$ cat src/rtl/pin_irq_pkg.sv
package pin_irq_pkg;

  localparam int OFF_W = 4;

  localparam logic [OFF_W-1:0] OFF_MODE     = 4'h0;
  localparam logic [OFF_W-1:0] OFF_REN      = 4'h1;
  localparam logic [OFF_W-1:0] OFF_REN_SET  = 4'h2;
  localparam logic [OFF_W-1:0] OFF_REN_CLR  = 4'h3;
  localparam logic [OFF_W-1:0] OFF_FEN      = 4'h4;
  localparam logic [OFF_W-1:0] OFF_FEN_SET  = 4'h5;
  localparam logic [OFF_W-1:0] OFF_FEN_CLR  = 4'h6;
  localparam logic [OFF_W-1:0] OFF_RLAT     = 4'h8;
  localparam logic [OFF_W-1:0] OFF_FLAT     = 4'h9;
  localparam logic [OFF_W-1:0] OFF_STAT     = 4'hA;

  // Sticky bit: clear request first, new event afterwards so the event wins.
  function automatic logic sticky_next(input logic cur, input logic clr, input logic evt);
    return (cur & ~clr) | evt;
  endfunction

  // Level-mode activity: enabled and pin equal to the selected polarity.
  function automatic logic level_active(input logic en, input logic pin, input logic pol_high);
    return en & ~(pin ^ pol_high);
  endfunction

endpackage

$ cat src/rtl/pin_irq_sync.sv
module pin_irq_sync #(
  parameter int N      = 8,
  parameter int STAGES = 2
) (
  input  logic         clk,
  input  logic         rst_n,
  input  logic [N-1:0] pin_i,
  output logic [N-1:0] level_o,
  output logic [N-1:0] rise_o,
  output logic [N-1:0] fall_o
);

  logic [N-1:0] stage_q [STAGES];
  logic [N-1:0] prev_q;

  always_ff @(posedge clk or negedge rst_n) begin
    if (!rst_n) begin
      for (int k = 0; k < STAGES; k++) stage_q[k] <= '0;
      prev_q <= '0;
    end else begin
      stage_q[0] <= pin_i;
      for (int k = 1; k < STAGES; k++) stage_q[k] <= stage_q[k-1];
      prev_q <= stage_q[STAGES-1];
    end
  end

  assign level_o = stage_q[STAGES-1];
  assign rise_o  = level_o & ~prev_q;
  assign fall_o  = ~level_o & prev_q;

endmodule

$ cat src/rtl/pin_irq_regs.sv
module pin_irq_regs
  import pin_irq_pkg::*;
#(
  parameter int N  = 8,
  parameter int AW = 4,
  parameter int DW = 32
) (
  input  logic          clk,
  input  logic          rst_n,
  input  logic          we_i,
  input  logic [AW-1:0] addr_i,
  input  logic [DW-1:0] wdata_i,
  output logic [DW-1:0] rdata_o,
  output logic [N-1:0]  mode_o,
  output logic [N-1:0]  ren_o,
  output logic [N-1:0]  fen_o,
  output logic [N-1:0]  clr_rlat_o,
  output logic [N-1:0]  clr_flat_o,
  output logic [N-1:0]  clr_stat_o,
  input  logic [N-1:0]  rlat_i,
  input  logic [N-1:0]  flat_i,
  input  logic [N-1:0]  stat_i
);

  localparam logic [AW-1:0] A_MODE    = AW'(OFF_MODE);
  localparam logic [AW-1:0] A_REN     = AW'(OFF_REN);
  localparam logic [AW-1:0] A_REN_SET = AW'(OFF_REN_SET);
  localparam logic [AW-1:0] A_REN_CLR = AW'(OFF_REN_CLR);
  localparam logic [AW-1:0] A_FEN     = AW'(OFF_FEN);
  localparam logic [AW-1:0] A_FEN_SET = AW'(OFF_FEN_SET);
  localparam logic [AW-1:0] A_FEN_CLR = AW'(OFF_FEN_CLR);
  localparam logic [AW-1:0] A_RLAT    = AW'(OFF_RLAT);
  localparam logic [AW-1:0] A_FLAT    = AW'(OFF_FLAT);
  localparam logic [AW-1:0] A_STAT    = AW'(OFF_STAT);

  function automatic logic [N-1:0] alias_update(input logic [N-1:0] cur,
                                                input logic [N-1:0] set_m,
                                                input logic [N-1:0] clr_m);
    return (cur | set_m) & ~clr_m;
  endfunction

  logic [N-1:0] wmask;
  logic         hit_mode, hit_ren, hit_ren_set, hit_ren_clr;
  logic         hit_fen, hit_fen_set, hit_fen_clr;
  logic [N-1:0] mode_q, ren_q, fen_q;
  logic [N-1:0] rd_sel;

  assign wmask       = wdata_i[N-1:0];
  assign hit_mode    = we_i && (addr_i == A_MODE);
  assign hit_ren     = we_i && (addr_i == A_REN);
  assign hit_ren_set = we_i && (addr_i == A_REN_SET);
  assign hit_ren_clr = we_i && (addr_i == A_REN_CLR);
  assign hit_fen     = we_i && (addr_i == A_FEN);
  assign hit_fen_set = we_i && (addr_i == A_FEN_SET);
  assign hit_fen_clr = we_i && (addr_i == A_FEN_CLR);

  always_ff @(posedge clk or negedge rst_n) begin
    if (!rst_n) begin
      mode_q <= '0;
      ren_q  <= '0;
      fen_q  <= '0;
    end else begin
      if (hit_mode) mode_q <= wmask;
      if (hit_ren) ren_q <= wmask;
      else ren_q <= alias_update(ren_q, hit_ren_set ? wmask : '0,
                                 hit_ren_clr ? wmask : '0);
      if (hit_fen) fen_q <= wmask;
      else fen_q <= alias_update(fen_q, hit_fen_set ? wmask : '0,
                                 hit_fen_clr ? wmask : '0);
    end
  end

  assign mode_o     = mode_q;
  assign ren_o      = ren_q;
  assign fen_o      = fen_q;
  assign clr_rlat_o = (we_i && addr_i == A_RLAT) ? wmask : '0;
  assign clr_flat_o = (we_i && addr_i == A_FLAT) ? wmask : '0;
  assign clr_stat_o = (we_i && addr_i == A_STAT) ? wmask : '0;

  always_comb begin
    case (addr_i)
      A_MODE:  rd_sel = mode_q;
      A_REN:   rd_sel = ren_q;
      A_FEN:   rd_sel = fen_q;
      A_RLAT:  rd_sel = rlat_i;
      A_FLAT:  rd_sel = flat_i;
      A_STAT:  rd_sel = stat_i;
      default: rd_sel = '0;
    endcase
  end

  assign rdata_o = DW'(rd_sel);


  ren_set_chk: assert property (@(posedge clk) disable iff (!rst_n)
    hit_ren_set |=> (ren_q & $past(wmask)) == $past(wmask));

  ren_clr_chk: assert property (@(posedge clk) disable iff (!rst_n)
    hit_ren_clr |=> ren_q == ($past(ren_q) & ~$past(wmask)));

  fen_set_chk: assert property (@(posedge clk) disable iff (!rst_n)
    hit_fen_set |=> fen_q == ($past(fen_q) | $past(wmask)));

  fen_clr_chk: assert property (@(posedge clk) disable iff (!rst_n)
    hit_fen_clr |=> (fen_q & $past(wmask)) == '0);

  rd_upper_chk: assert property (@(posedge clk) disable iff (!rst_n)
    (rdata_o >> N) == '0);

endmodule

$ cat src/rtl/pin_irq_chan.sv
module pin_irq_chan
  import pin_irq_pkg::*;
(
  input  logic clk,
  input  logic rst_n,
  input  logic mode_i,
  input  logic en_rise_i,
  input  logic en_fall_i,
  input  logic pin_i,
  input  logic rise_ev_i,
  input  logic fall_ev_i,
  input  logic clr_rise_i,
  input  logic clr_fall_i,
  input  logic clr_stat_i,
  output logic rise_lat_o,
  output logic fall_lat_o,
  output logic stat_o
);

  logic rise_lat_q, fall_lat_q, stat_q;
  logic edge_hit;
  logic level_act;
  logic stat_clr_edge;

  assign edge_hit      = (rise_ev_i & en_rise_i) | (fall_ev_i & en_fall_i);
  assign level_act     = level_active(en_rise_i, pin_i, en_fall_i);
  assign stat_clr_edge = clr_stat_i & ~mode_i;

  always_ff @(posedge clk or negedge rst_n) begin
    if (!rst_n) begin
      rise_lat_q <= 1'b0;
      fall_lat_q <= 1'b0;
      stat_q     <= 1'b0;
    end else begin
      rise_lat_q <= sticky_next(rise_lat_q, clr_rise_i | stat_clr_edge, rise_ev_i);
      fall_lat_q <= sticky_next(fall_lat_q, clr_fall_i | stat_clr_edge, fall_ev_i);
      if (mode_i) stat_q <= level_act;
      else        stat_q <= sticky_next(stat_q, clr_stat_i, edge_hit);
    end
  end

  assign rise_lat_o = rise_lat_q;
  assign fall_lat_o = fall_lat_q;
  assign stat_o     = stat_q;


  edge_wins_chk: assert property (@(posedge clk) disable iff (!rst_n)
    (!mode_i && edge_hit) |=> stat_q);

  rise_latch_chk: assert property (@(posedge clk) disable iff (!rst_n)
    rise_ev_i |=> rise_lat_q);

  fall_latch_chk: assert property (@(posedge clk) disable iff (!rst_n)
    fall_ev_i |=> fall_lat_q);

  no_spurious_chk: assert property (@(posedge clk) disable iff (!rst_n)
    (!mode_i && !edge_hit && !stat_q) |=> !stat_q);

  lvl_hold_chk: assert property (@(posedge clk) disable iff (!rst_n)
    (mode_i && level_act) |=> stat_q);

endmodule

$ cat src/rtl/pin_irq_ctrl.sv
module pin_irq_ctrl #(
  parameter int N  = 8,
  parameter int AW = 4,
  parameter int DW = 32
) (
  input  logic          clk,
  input  logic          rst_n,
  input  logic [N-1:0]  pins_i,
  input  logic          bus_we,
  input  logic [AW-1:0] bus_addr,
  input  logic [DW-1:0] bus_wdata,
  output logic [DW-1:0] bus_rdata,
  output logic [N-1:0]  irq_o
);

  logic [N-1:0] pin_lvl, rise_ev, fall_ev;
  logic [N-1:0] mode, ren, fen;
  logic [N-1:0] clr_rlat, clr_flat, clr_stat;
  logic [N-1:0] rlat, flat, stat;

  pin_irq_sync #(.N(N), .STAGES(2)) u_sync (
    .clk(clk), .rst_n(rst_n), .pin_i(pins_i),
    .level_o(pin_lvl), .rise_o(rise_ev), .fall_o(fall_ev)
  );

  pin_irq_regs #(.N(N), .AW(AW), .DW(DW)) u_regs (
    .clk(clk), .rst_n(rst_n), .we_i(bus_we), .addr_i(bus_addr),
    .wdata_i(bus_wdata), .rdata_o(bus_rdata),
    .mode_o(mode), .ren_o(ren), .fen_o(fen),
    .clr_rlat_o(clr_rlat), .clr_flat_o(clr_flat), .clr_stat_o(clr_stat),
    .rlat_i(rlat), .flat_i(flat), .stat_i(stat)
  );

  for (genvar i = 0; i < N; i++) begin : g_chan
    pin_irq_chan u_chan (
      .clk(clk), .rst_n(rst_n),
      .mode_i(mode[i]), .en_rise_i(ren[i]), .en_fall_i(fen[i]),
      .pin_i(pin_lvl[i]), .rise_ev_i(rise_ev[i]), .fall_ev_i(fall_ev[i]),
      .clr_rise_i(clr_rlat[i]), .clr_fall_i(clr_flat[i]), .clr_stat_i(clr_stat[i]),
      .rise_lat_o(rlat[i]), .fall_lat_o(flat[i]), .stat_o(stat[i])
    );
  end

  assign irq_o = stat;

endmodule

$ cat config.mk
export PLATFORM = sky130hd
export DESIGN_NAME = pin_irq_ctrl
export DESIGN_NICKNAME = d
export VERILOG_FILES = /design/src/rtl/pin_irq_pkg.sv /design/src/rtl/pin_irq_sync.sv /design/src/rtl/pin_irq_regs.sv /design/src/rtl/pin_irq_chan.sv /design/src/rtl/pin_irq_ctrl.sv
export SDC_FILE = /design/constraint.sdc
export NUM_CORES = 1
export LEC_CHECK = 0
export BUFFER_PORTS_ARGS = -buffer_cell sky130_fd_sc_hd__buf_2
export CAP_MARGIN = 10
export CELL_PAD_IN_SITES_DETAIL_PLACEMENT = 0
export CELL_PAD_IN_SITES_GLOBAL_PLACEMENT = 1
export CORE_MARGIN = 2
export CORE_UTILIZATION = 42
export CTS_BUF_LIST = sky130_fd_sc_hd__clkbuf_4 sky130_fd_sc_hd__clkbuf_8 sky130_fd_sc_hd__clkbuf_16
export DETAILED_ROUTE_END_ITERATION = 8
export PLACE_DENSITY = 0.89
export RECOVER_POWER = 50
export SLEW_MARGIN = 25
export SYNTH_ARGS = -nofsm -noshare
export SYNTH_HDL_FRONTEND = slang
export SYNTH_SLANG_ARGS = --single-unit
$ cat constraint.sdc
create_clock -name clk -period 1.62 [get_ports clk]
set_input_delay 0.324 -clock clk [delete_from_list [all_inputs] [get_ports clk]]
set_output_delay 0.324 -clock clk [all_outputs]
set_load 0.02 [all_outputs]
==> results of run 1 <==
[sequential cells by signal (all words and copies together), names as in the netlist]
signal / cells
g_chan.u_chan.fall_lat_o: 8
u_regs.mode_o: 8
u_sync.prev_q: 8
u_regs.fen_o: 8
u_sync.stage_q: 8
g_chan.u_chan.rise_lat_o: 8
u_regs.ren_o: 8
u_sync.level_o: 8
g_chan.u_chan.stat_o: 8
[cells in the mapped netlist (all sizes together), types with 2 or more instances]
cell / instances
o31ai: 8
nand2: 18
a22o: 8
inv: 17
o21ai: 30
nand3: 8
buf: 47
nor2b: 8
o41ai: 8
o22ai: 8
and3b: 4
xnor2: 10
nor3: 15
nand3b: 12
a222oi: 4
nor3b: 4
a32oi: 9
a22oi: 7
nand2b: 2
a211oi: 6
or2: 2
mux2: 13
a31oi: 5
and4bb: 3
dfrtp: 72
clkbuf: 2
a21o: 8
mux4: 2
a21oi: 6
[worst paths after layout]
| check | start | endpoint | slack, ns |
|---|---|---|---|
| worst max register to register | u_regs.mode_o[5]$_DFFE_PN0P_ | g_chan[5].u_chan.fall_lat_o$_DFF_PN0_ | 0.32 |
| worst min register to register | u_sync.stage_q[15]$_DFF_PN0_ | u_sync.level_o[7]$_DFF_PN0_ | 0.35 |
| min in group asynchronous | rst_n | u_sync.stage_q[12]$_DFF_PN0_ | 0.47 |
| max in group asynchronous | rst_n | u_regs.ren_o[1]$_DFF_PN0_ | 0.23 |
| worst max-delay path | u_regs.mode_o[6]$_DFFE_PN0P_ | bus_rdata[6] | -0.34 |
| worst min-delay path | pins_i[3] | u_sync.stage_q[11]$_DFF_PN0_ | 0.08 |
[kinds of logic after synthesis]
kind of cell	count (synthesis)	share of synthesized area, %
compound gates	109	20.37
buf+inv	66	10.99
flops	72	46.42
simple gates	80	14.38
mux	16	5.480
xor+xnor	10	2.257
other cells	1	0.09662
[power by group]
part           switching [uW]  total, uW  internal (uW)
registers                 224       2260           2040
logic                     660       1260            603
clock network             668       1770           1100
[routing by layer]
layer,GRT usage [%],up-vias,part of all wire [%]
met1,26.64,1558,41
met4,6.849,0,2.5
li1,-,1452,-
met5,0,-,0
met3,5.780,26,8.2
met2,32.73,150,48
[area by class of cell]
| cell class | instances | area (um^2) |
|---|---|---|
| fillers | 824 | 4348 |
| well taps | 111 | 138.9 |
| inverters | 17 | 63.81 |
| multi-input cells | 239 | 1763 |
| clock inverters | 5 | 102.6 |
| repair buffers | 105 | 738.2 |
| clock buffers | 11 | 151.4 |
| flip-flops and latches | 72 | 1803 |
[what timing repair did]
action | CTS | global route
hold buffers | 1 | 0
buffers inserted | 4 | 6
endpoints found under the hold margin | 19 | 0
pin swaps | 7 | 3
setup endpoints to repair | 8 | 9
resized for setup | 11 | 15
[per-stage QoR]
stage	hold slack, ns	std cells	cell area (um^2)	setup slack, ns	setup TNS [ns]
2_1_floorplan	0.02841	377	3968	0.002451	0
3_3_place_gp	0.2287	533	4369	-0.2743	-6.726
3_5_place_dp	0.2233	533	4369	-0.2903	-8.575
6_report	0.07503	560	4761	-0.3381	-1.904
4_1_cts	0.06272	554	4682	-0.3509	-2.157
5_1_grt	0.06146	560	4761	-0.4731	-2.680
==> impl_metrics.py, run 1 <==
metrics = {
    "outcome": {
        "status": "finished with violations",
        "violations": "negative setup slack",
    },
    "die": {
        "start_util_pct": 42.61,
        "core_region_area_um2": 9109,
        "io_pins": 87,
        "die_x_um": 100.1,
        "placementRows": 35,
        "fp.dieArea_um2": 10030,
        "die_y_um": 100.1,
    },
    "timing": {
        "skew_ns": 0.006823,
        "final.period_utilization_pct": 120.9,
        "setup_viol": 8,
        "period_minus_slack_ns": 1.958,
        "drv_slew": 0,
        "rsz0062_at_grt": "yes",
        "max_freq_ghz": 0.5107,
        "hold_viol": 0,
        "fin_ws_ns": -0.3381,
    },
    "grt": {
        "grt_max_degree": 37,
        "antenna_found_initial": 0,
        "grt_pass1_wl_mm": 15.75,
        "grt_pass1_vias": 3103,
        "grt_overflow_total": 0,
        "grt_usage_pct": 20.38,
    },
    "route": {
        "vias": 3186,
        "drt_iter0_drc": 255,
        "dr.pass1.iters": 5,
        "wl_mm": 9.762,
        "ant_nets": 0,
        "drc": 0,
        "vias_per_cell": 5.689,
        "wl_per_cell_um": 17.43,
    },
    "critical_path": {
        "critical_path_class": "flop to output port",
        "critPathCaptureType": "output port",
        "crit_chain": "mux2_2, a222oi_1, o21ai_1, buf_2",
        "crit_slowest_cell": "dfrtp_1",
        "max_stage_delay_ns": 0.39,
        "critPathRequiredTime_ns": 1.30,
        "path_delay_family": "compound AO/OA/AOI/OAI gates",
        "critPathBufInv": 1,
        "startpoint_type": "flop",
        "reg2regPathDepth": 4,
        "crit_cells": 4,
        "crit_fanout": 2,
        "cp_data_arrival_time_ns": 1.63,
    },
    "logic_synthesis": {
        "ys_warn_count": 0,
        "syn_area_um2": 3881,
        "ys_ff_latch": 72,
        "synth-edff-count": 0,
        "synthCells": 354,
        "synth_top_cell_by_area": "dfrtp_1",
        "syn_area_per_cell_um2": 10.96,
        "yosysUniqueCellTypes": 51,
        "synthTopCellsByArea": "dfrtp_1, buf_4, mux2_2, o21ai_0, xnor2_1",
        "synth_ff_type": "dfrtp_1",
        "yosysTopAreaCellShare_pct": 46.42,
        "synthArstFlopShare_pct": 100.0,
        "ys_seq_area_share_pct": 46.42,
    },
    "cts": {
        "tritoncts": "yes",
        "clk_latency_ns": 0.35,
        "htree_num_levels": 3,
        "clock_sinks": 72,
        "max-clock-path-buffers": 2,
        "cts_buffers": 9,
        "clkSlewWorstSetupHoldPaths_ns": 0.08,
        "cts-root-buf": "clkbuf_8",
    },
    "final_layout": {
        "fin_nets": 491,
        "final_cell_mix": "dfrtp_1, buf_4, buf_2",
        "mostFrequentLayoutCell": "dfrtp_1",
        "syn_to_final_growth_pct": 22.66,
        "diodes": 0,
        "final_util_pct": 52.27,
        "drive_gt1_share_pct": 36.30,
    },
    "flow_run": {
        "cap_violations": 0,
    },
    "power": {
        "ir_worst_vdd_mv": 0.5630,
        "leakagePower_uw": 0.002101,
        "finalPower_uw": 5298,
        "p_per_area_nw_per_um2": 1113,
    },
    "placement": {
        "globalplace.congestion": 0.8167,
        "dp_hpwl_mm": 6.823,
        "port_buffers": 38,
    },
    "worst_hold_path": {
        "min_delay_path_depth": 1,
        "hp-class": "input port to flop",
    },
}
Power figures use the tool's default switching activity.
==> run 2: changes to the inputs <==
Settings changed: CTS_CLUSTER_DIAMETER set to 150, MAX_ROUTING_LAYER set to met4, PLACE_DENSITY 0.89 to not set, PLACE_DENSITY_LB_ADDON set to 0.25.
==> impl_metrics.py, run 2 (synthesized netlist as in run 1, its figures left out) <==
metrics = {
    "cts": {
        "clk_latency_ns": 0.36,
        "clock_sinks": 72,
        "clkSlewWorstSetupHoldPaths_ns": 0.08,
        "htree_num_levels": 3,
        "cts_buffers": 9,
        "max-clock-path-buffers": 2,
        "cts-root-buf": "clkbuf_8",
        "tritoncts": "yes",
    },
    "outcome": {
        "violations": "negative setup slack",
        "status": "finished with violations",
    },
    "route": {
        "vias": 2981,
        "vias_per_cell": 5.430,
        "wl_per_cell_um": 17.79,
        "wl_mm": 9.768,
        "ant_nets": 0,
        "dr.pass1.iters": 5,
        "drc": 0,
        "drt_iter0_drc": 188,
    },
    "critical_path": {
        "startpoint_type": "flop",
        "crit_fanout": 2,
        "crit_slowest_cell": "dfrtp_1",
        "reg2regPathDepth": 4,
        "critical_path_class": "flop to output port",
        "critPathBufInv": 1,
        "critPathCaptureType": "output port",
        "r2r_setup_slack_ns": 0.39,
        "r2r_start": "u_regs.mode_o[6]$_DFFE_PN0P_",
        "cp_data_arrival_time_ns": 1.64,
        "path_delay_family": "compound AO/OA/AOI/OAI gates",
        "critPathRequiredTime_ns": 1.30,
        "max_stage_delay_ns": 0.38,
        "reg2reg_to": "g_chan[6].u_chan.fall_lat_o$_DFF_PN0_",
        "crit_chain": "mux2_4, a222oi_1, o21ai_1, buf_4",
    },
    "placement": {
        "port_buffers": 38,
        "globalplace.congestion": 0.7939,
        "dp_hpwl_mm": 6.628,
    },
    "final_layout": {
        "syn_to_final_growth_pct": 19.08,
        "final_util_pct": 50.74,
        "drive_gt1_share_pct": 34.70,
        "mostFrequentLayoutCell": "dfrtp_1",
        "fin_nets": 480,
        "final_cell_mix": "dfrtp_1, buf_4, buf_2",
        "num-fill-cells": 844,
        "diodes": 0,
    },
    "worst_hold_path": {
        "min_from": "pins_i[6]",
        "hp-class": "input port to flop",
        "min_to": "u_sync.stage_q[14]$_DFF_PN0_",
        "min_delay_path_depth": 1,
    },
    "grt": {
        "grt_pass1_wl_mm": 15.35,
        "grt_max_degree": 73,
        "grt_overflow_total": 0,
        "antenna_found_initial": 0,
        "grt_usage_pct": 20.75,
        "grt_pass1_vias": 2848,
    },
    "die": {
        "placementRows": 35,
        "core_region_area_um2": 9109,
        "die_x_um": 100.1,
        "fp.dieArea_um2": 10030,
        "start_util_pct": 42.61,
        "io_pins": 87,
        "die_y_um": 100.1,
    },
    "power": {
        "switchingPower_uw": 1585,
        "seqPwrFrac_pct": 47.3,
        "internal-power_uw": 3173,
        "power_frac_comb_pct": 25.8,
        "leakagePower_uw": 0.002017,
        "clkPwrFrac_pct": 26.8,
        "sw_frac_of_total_pct": 33.31,
        "p_per_area_nw_per_um2": 1029,
        "ir_worst_vdd_mv": 0.4806,
    },
    "timing": {
        "hold_viol": 0,
        "skew_ns": 0.009593,
        "drv_slew": 0,
        "rsz0062_at_grt": "yes",
        "period_minus_slack_ns": 1.964,
        "fin_ws_ns": -0.3440,
        "final.period_utilization_pct": 121.2,
        "fin_hold_ws_ns": 0.06525,
        "worstMarginPinSlew_ns": 0.9116,
        "max-slew-margin-rel_pct": 39.23,
        "setup_viol": 8,
        "max_freq_ghz": 0.5092,
    },
    "flow_run": {
        "cap_violations": 0,
    },
}
[run 2: repair_timing]
action,in CTS,in global routing
resized for setup,20,5
pin swaps,10,4
hold endpoints to repair,42,0
setup buffers,3,4
hold buffers,1,0
setup endpoints to repair,8,8
[run 2: power by group through the flow]
| stage | sequential (uW) | clock, uW | combinational [uW] |
|---|---|---|---|
| 2_1_floorplan | 2250 | 0 | 855 |
| 3_3_place_gp | 2280 | 0 | 1140 |
| 3_5_place_dp | 2280 | 0 | 1160 |
| 4_1_cts | 2250 | 1300 | 1200 |
| 5_1_grt | 2290 | 1380 | 1340 |
| 6_report | 2250 | 1280 | 1230 |
[run 2: stage by stage]
stage          power (uW)  instance area [um^2]  setup TNS, ns  worst slack, ns  std cells
4_1_cts              4758                  4583         -1.834          -0.3113        545
6_report             4758                  4622         -1.916          -0.3440        549
5_1_grt              5009                  4622         -2.457          -0.4098        549
2_1_floorplan        3104                  3968              0         0.002451        377
3_3_place_gp         3419                  4334         -6.072          -0.3132        525
3_5_place_dp         3439                  4334         -6.929          -0.3231        525
[run 2: layer usage]
| layer | wire (um) | up-vias | GRT usage [%] |
|---|---|---|---|
| met4 | 155 | 0 | 6.744 |
| met2 | 4560 | 78 | 31.29 |
| met3 | 444 | 17 | 3.691 |
| met1 | 4608 | 1465 | 28.58 |
| li1 | - | 1421 | - |
| met5 | 0 | - | - |
[run 2: cell type report]
class | count | area, um^2 | area share (%)
sequential | 72 | 1802 | 38.98
tap | 111 | 138.9 | 3.005
clock buffer | 9 | 123.9 | 2.680
inverter | 17 | 63.81 | 1.381
clock inverter | 7 | 46.29 | 1.002
multi-input combinational | 239 | 1772 | 38.33
timing repair buffer | 94 | 675.6 | 14.62
[run 2: worst max-delay path by stage]
| stage | endpoint | slack [ns] | start | depth (start not counted) |
|---|---|---|---|---|
| 3_3_place_gp | bus_rdata[1] | -0.31 | bus_addr[0] | 5 |
| 6_report | bus_rdata[7] | -0.34 | u_regs.mode_o[7]$_DFFE_PN0P_ | 4 |
| 3_5_place_dp | bus_rdata[1] | -0.32 | bus_addr[0] | 5 |
| 4_1_cts | bus_rdata[1] | -0.31 | u_regs.mode_o[1]$_DFFE_PN0P_ | 4 |
| 5_1_grt | bus_rdata[1] | -0.41 | u_regs.ren_o[1]$_DFF_PN0_ | 4 |
| 2_1_floorplan | bus_rdata[1] | 0.002 | bus_addr[0] | 4 |
[run 2: worst register-to-register path: stages, from the launching register on]
cell	delay, ns
dfrtp_1	0.40
buf_4	0.13
buf_4	0.14
o41ai_1	0.34
o22ai_1	0.11
==> run 3: changes to the inputs <==
Settings changed: CELL_PAD_IN_SITES_DETAIL_PLACEMENT 0 to 1, CELL_PAD_IN_SITES_GLOBAL_PLACEMENT 1 to 2, CORE_UTILIZATION 42 to 34, PLACE_DENSITY set to 0.81, PLACE_DENSITY_LB_ADDON 0.25 to not set, SYNTH_HIERARCHICAL set to 1.
==> impl_metrics.py, run 3 <==
metrics = {
    "critical_path": {
        "r2r_start": "u_regs/mode_o[1]$_DFFE_PN0P_",
        "critPathCaptureType": "output port",
        "startpoint_type": "flop",
        "critPathRequiredTime_ns": 1.30,
        "crit_fanout": 2,
        "critical_path_class": "flop to output port",
        "max_stage_delay_ns": 0.38,
        "critPathBufInv": 1,
        "cp-startpoint": "u_regs/mode_o[4]$_DFFE_PN0P_",
        "cp_data_arrival_time_ns": 1.50,
        "crit_chain": "or3b_4, a211oi_2, a211o_1, buf_6",
        "crit_slowest_cell": "or3b_4",
        "path_delay_family": "simple AND/OR/NAND/NOR gates",
    },
    "grt": {
        "use_met1_pct": 22.55,
        "met3_usage_pct": 5.661,
        "grt_pass1_wl_mm": 17.04,
        "globalRouteMet2Util_pct": 29.72,
        "grt_max_degree": 55,
        "grt_busiest_layer": "met2",
        "grt_pass1_vias": 3192,
        "antenna_found_initial": 0,
        "grt_usage_pct": 18.45,
        "grt_overflow_total": 0,
    },
    "final_layout": {
        "drive_gt1_share_pct": 33.11,
        "diodes": 0,
        "fin_nets": 494,
        "final_util_pct": 43.20,
        "mostFrequentLayoutCell": "dfrtp_1",
        "syn_to_final_growth_pct": 24.91,
        "final_cell_mix": "dfrtp_1, buf_4, buf_2, and2_1, conb_1",
    },
    "die": {
        "fp.dieArea_um2": 12440,
        "io_pins": 87,
        "core_region_area_um2": 11370,
        "placementRows": 39,
        "die_y_um": 111.5,
        "start_util_pct": 34.59,
        "die_x_um": 111.5,
    },
    "logic_synthesis": {
        "synthTopCellsByArea": "dfrtp_1, buf_4, and2_1, a31o_1, and2b_2",
        "syn_area_um2": 3933,
        "synth-edff-count": 0,
        "syn_area_per_cell_um2": 10.57,
        "synthArstFlopShare_pct": 100.0,
        "synth_top_cell_by_area": "dfrtp_1",
        "synth_ff_type": "dfrtp_1",
        "yosysTopAreaCellShare_pct": 45.82,
        "ys_ff_latch": 72,
        "ys_warn_count": 6,
        "yosys.cell_count.top_type": "dfrtp_1",
        "synth_commonest_cells": "dfrtp_1, buf_4, and2_1, inv_1, nand3b_1",
        "ys_seq_area_share_pct": 45.82,
        "synthCells": 372,
        "yosysUniqueCellTypes": 42,
    },
    "timing": {
        "hold_viol": 0,
        "drv_slew": 0,
        "max-slew-margin-rel_pct": 60.18,
        "fin_ws_ns": -0.2050,
        "max_freq_ghz": 0.5479,
        "setup_viol": 8,
        "timing.setup.tns_ns": -0.9545,
        "worstMarginPinSlew_ns": 0.5974,
        "final.period_utilization_pct": 112.7,
        "rsz0062_at_grt": "yes",
        "period_minus_slack_ns": 1.825,
        "skew_ns": 0.004467,
    },
    "cts": {
        "tritoncts": "yes",
        "max-clock-path-buffers": 2,
        "cts_buffers": 9,
        "htree_num_levels": 3,
        "clkSlewWorstSetupHoldPaths_ns": 0.06,
        "clk_latency_ns": 0.34,
        "clock_sinks": 72,
        "cts-root-buf": "clkbuf_16",
    },
    "placement": {
        "dp_hpwl_mm": 7.244,
        "globalplace.congestion": 0.8219,
        "port_buffers": 38,
    },
    "power": {
        "ir_worst_vdd_mv": 0.6802,
        "leakagePower_uw": 0.002122,
        "finalPower_uw": 5606,
        "p_per_area_nw_per_um2": 1141,
    },
    "route": {
        "dr.pass1.iters": 4,
        "wl_mm": 10.50,
        "drc": 0,
        "vias": 2985,
        "wl_per_cell_um": 17.71,
        "ant_nets": 0,
        "drt_iter0_drc": 162,
        "vias_per_cell": 5.034,
    },
    "flow_run": {
        "cap_violations": 0,
    },
    "outcome": {
        "status": "finished with violations",
        "violations": "negative setup slack",
    },
    "worst_hold_path": {
        "min_from": "pins_i[5]",
        "hp-class": "input port to flop",
    },
}
-- run 3: report_power, final --
part	total (uW)	internal, uW	switching [uW]
Clock	1770	1030	737
Combinational	1490	765	723
Sequential	2350	2090	263
Total	5610	3880	1720
-- run 3: logic make-up after synthesis --
kind of cell,after synthesis,share of synthesized area [%]
AOI/OAI and AO/OA,84,15.34
xor gates and xnor gates,16,3.563
buffers and inverters,73,10.40
DFF,72,45.82
muxes,22,6.618
other,1,0.09536
and+or+nand+nor,104,18.17
-- run 3: metal layers --
layer | vias up | routed length, um
met1 | 1518 | 4631
li1 | 1405 | -
met4 | 0 | 89
met3 | 4 | 407
met2 | 58 | 5371
met5 | - | 0
-- run 3: per-stage QoR --
step,setup slack (ns),hold slack [ns],cells,area [um^2]
after floorplan,-0.06270,0.02841,395,4098
after global placement,-0.2765,0.2207,565,4433
after detailed placement,-0.2842,0.2262,565,4433
after CTS,-0.2317,0.06904,589,4893
after global routing,-0.2956,0.07058,593,4912
final,-0.2050,0.08479,593,4912
-- run 3: worst paths after layout --
kind | end | slack [ns] | cells past startpoint
max reg2reg | g_chan[1].u_chan/fall_lat_o$_DFF_PN0_ | 0.44 | 4
max | bus_rdata[4] | -0.20 | 4
min | u_sync/stage_q[13]$_DFF_PN0_ | 0.08 | 1
max in group asynchronous | g_chan[3].u_chan/stat_o$_DFF_PN0_ | 0.28 | 3
min reg2reg | u_sync/level_o[6]$_DFF_PN0_ | 0.35 | 0
min in group asynchronous | g_chan[0].u_chan/stat_o$_DFF_PN0_ | 0.48 | 2
-- run 3: area by class of cell --
| class | instances | area, um^2 |
|---|---|---|
| repair buffers | 88 | 690.7 |
| clock buffers | 10 | 232.7 |
| inverters | 26 | 97.59 |
| well taps | 143 | 178.9 |
| flip-flops and latches | 72 | 1802 |
| clock inverters | 4 | 23.77 |
| multi-input cells | 250 | 1887 |
| fillers | 1267 | 6457 |
-- run 3: repair_timing --
action / in CTS / in global routing
hold buffers: 1 / 0
gates resized for setup: 34 / 0
endpoints found under the setup margin: 8 / 8
cloned: 1 / 0
endpoints found under the hold margin: 18 / 0
setup buffers: 9 / 4
pin swaps: 12 / 2
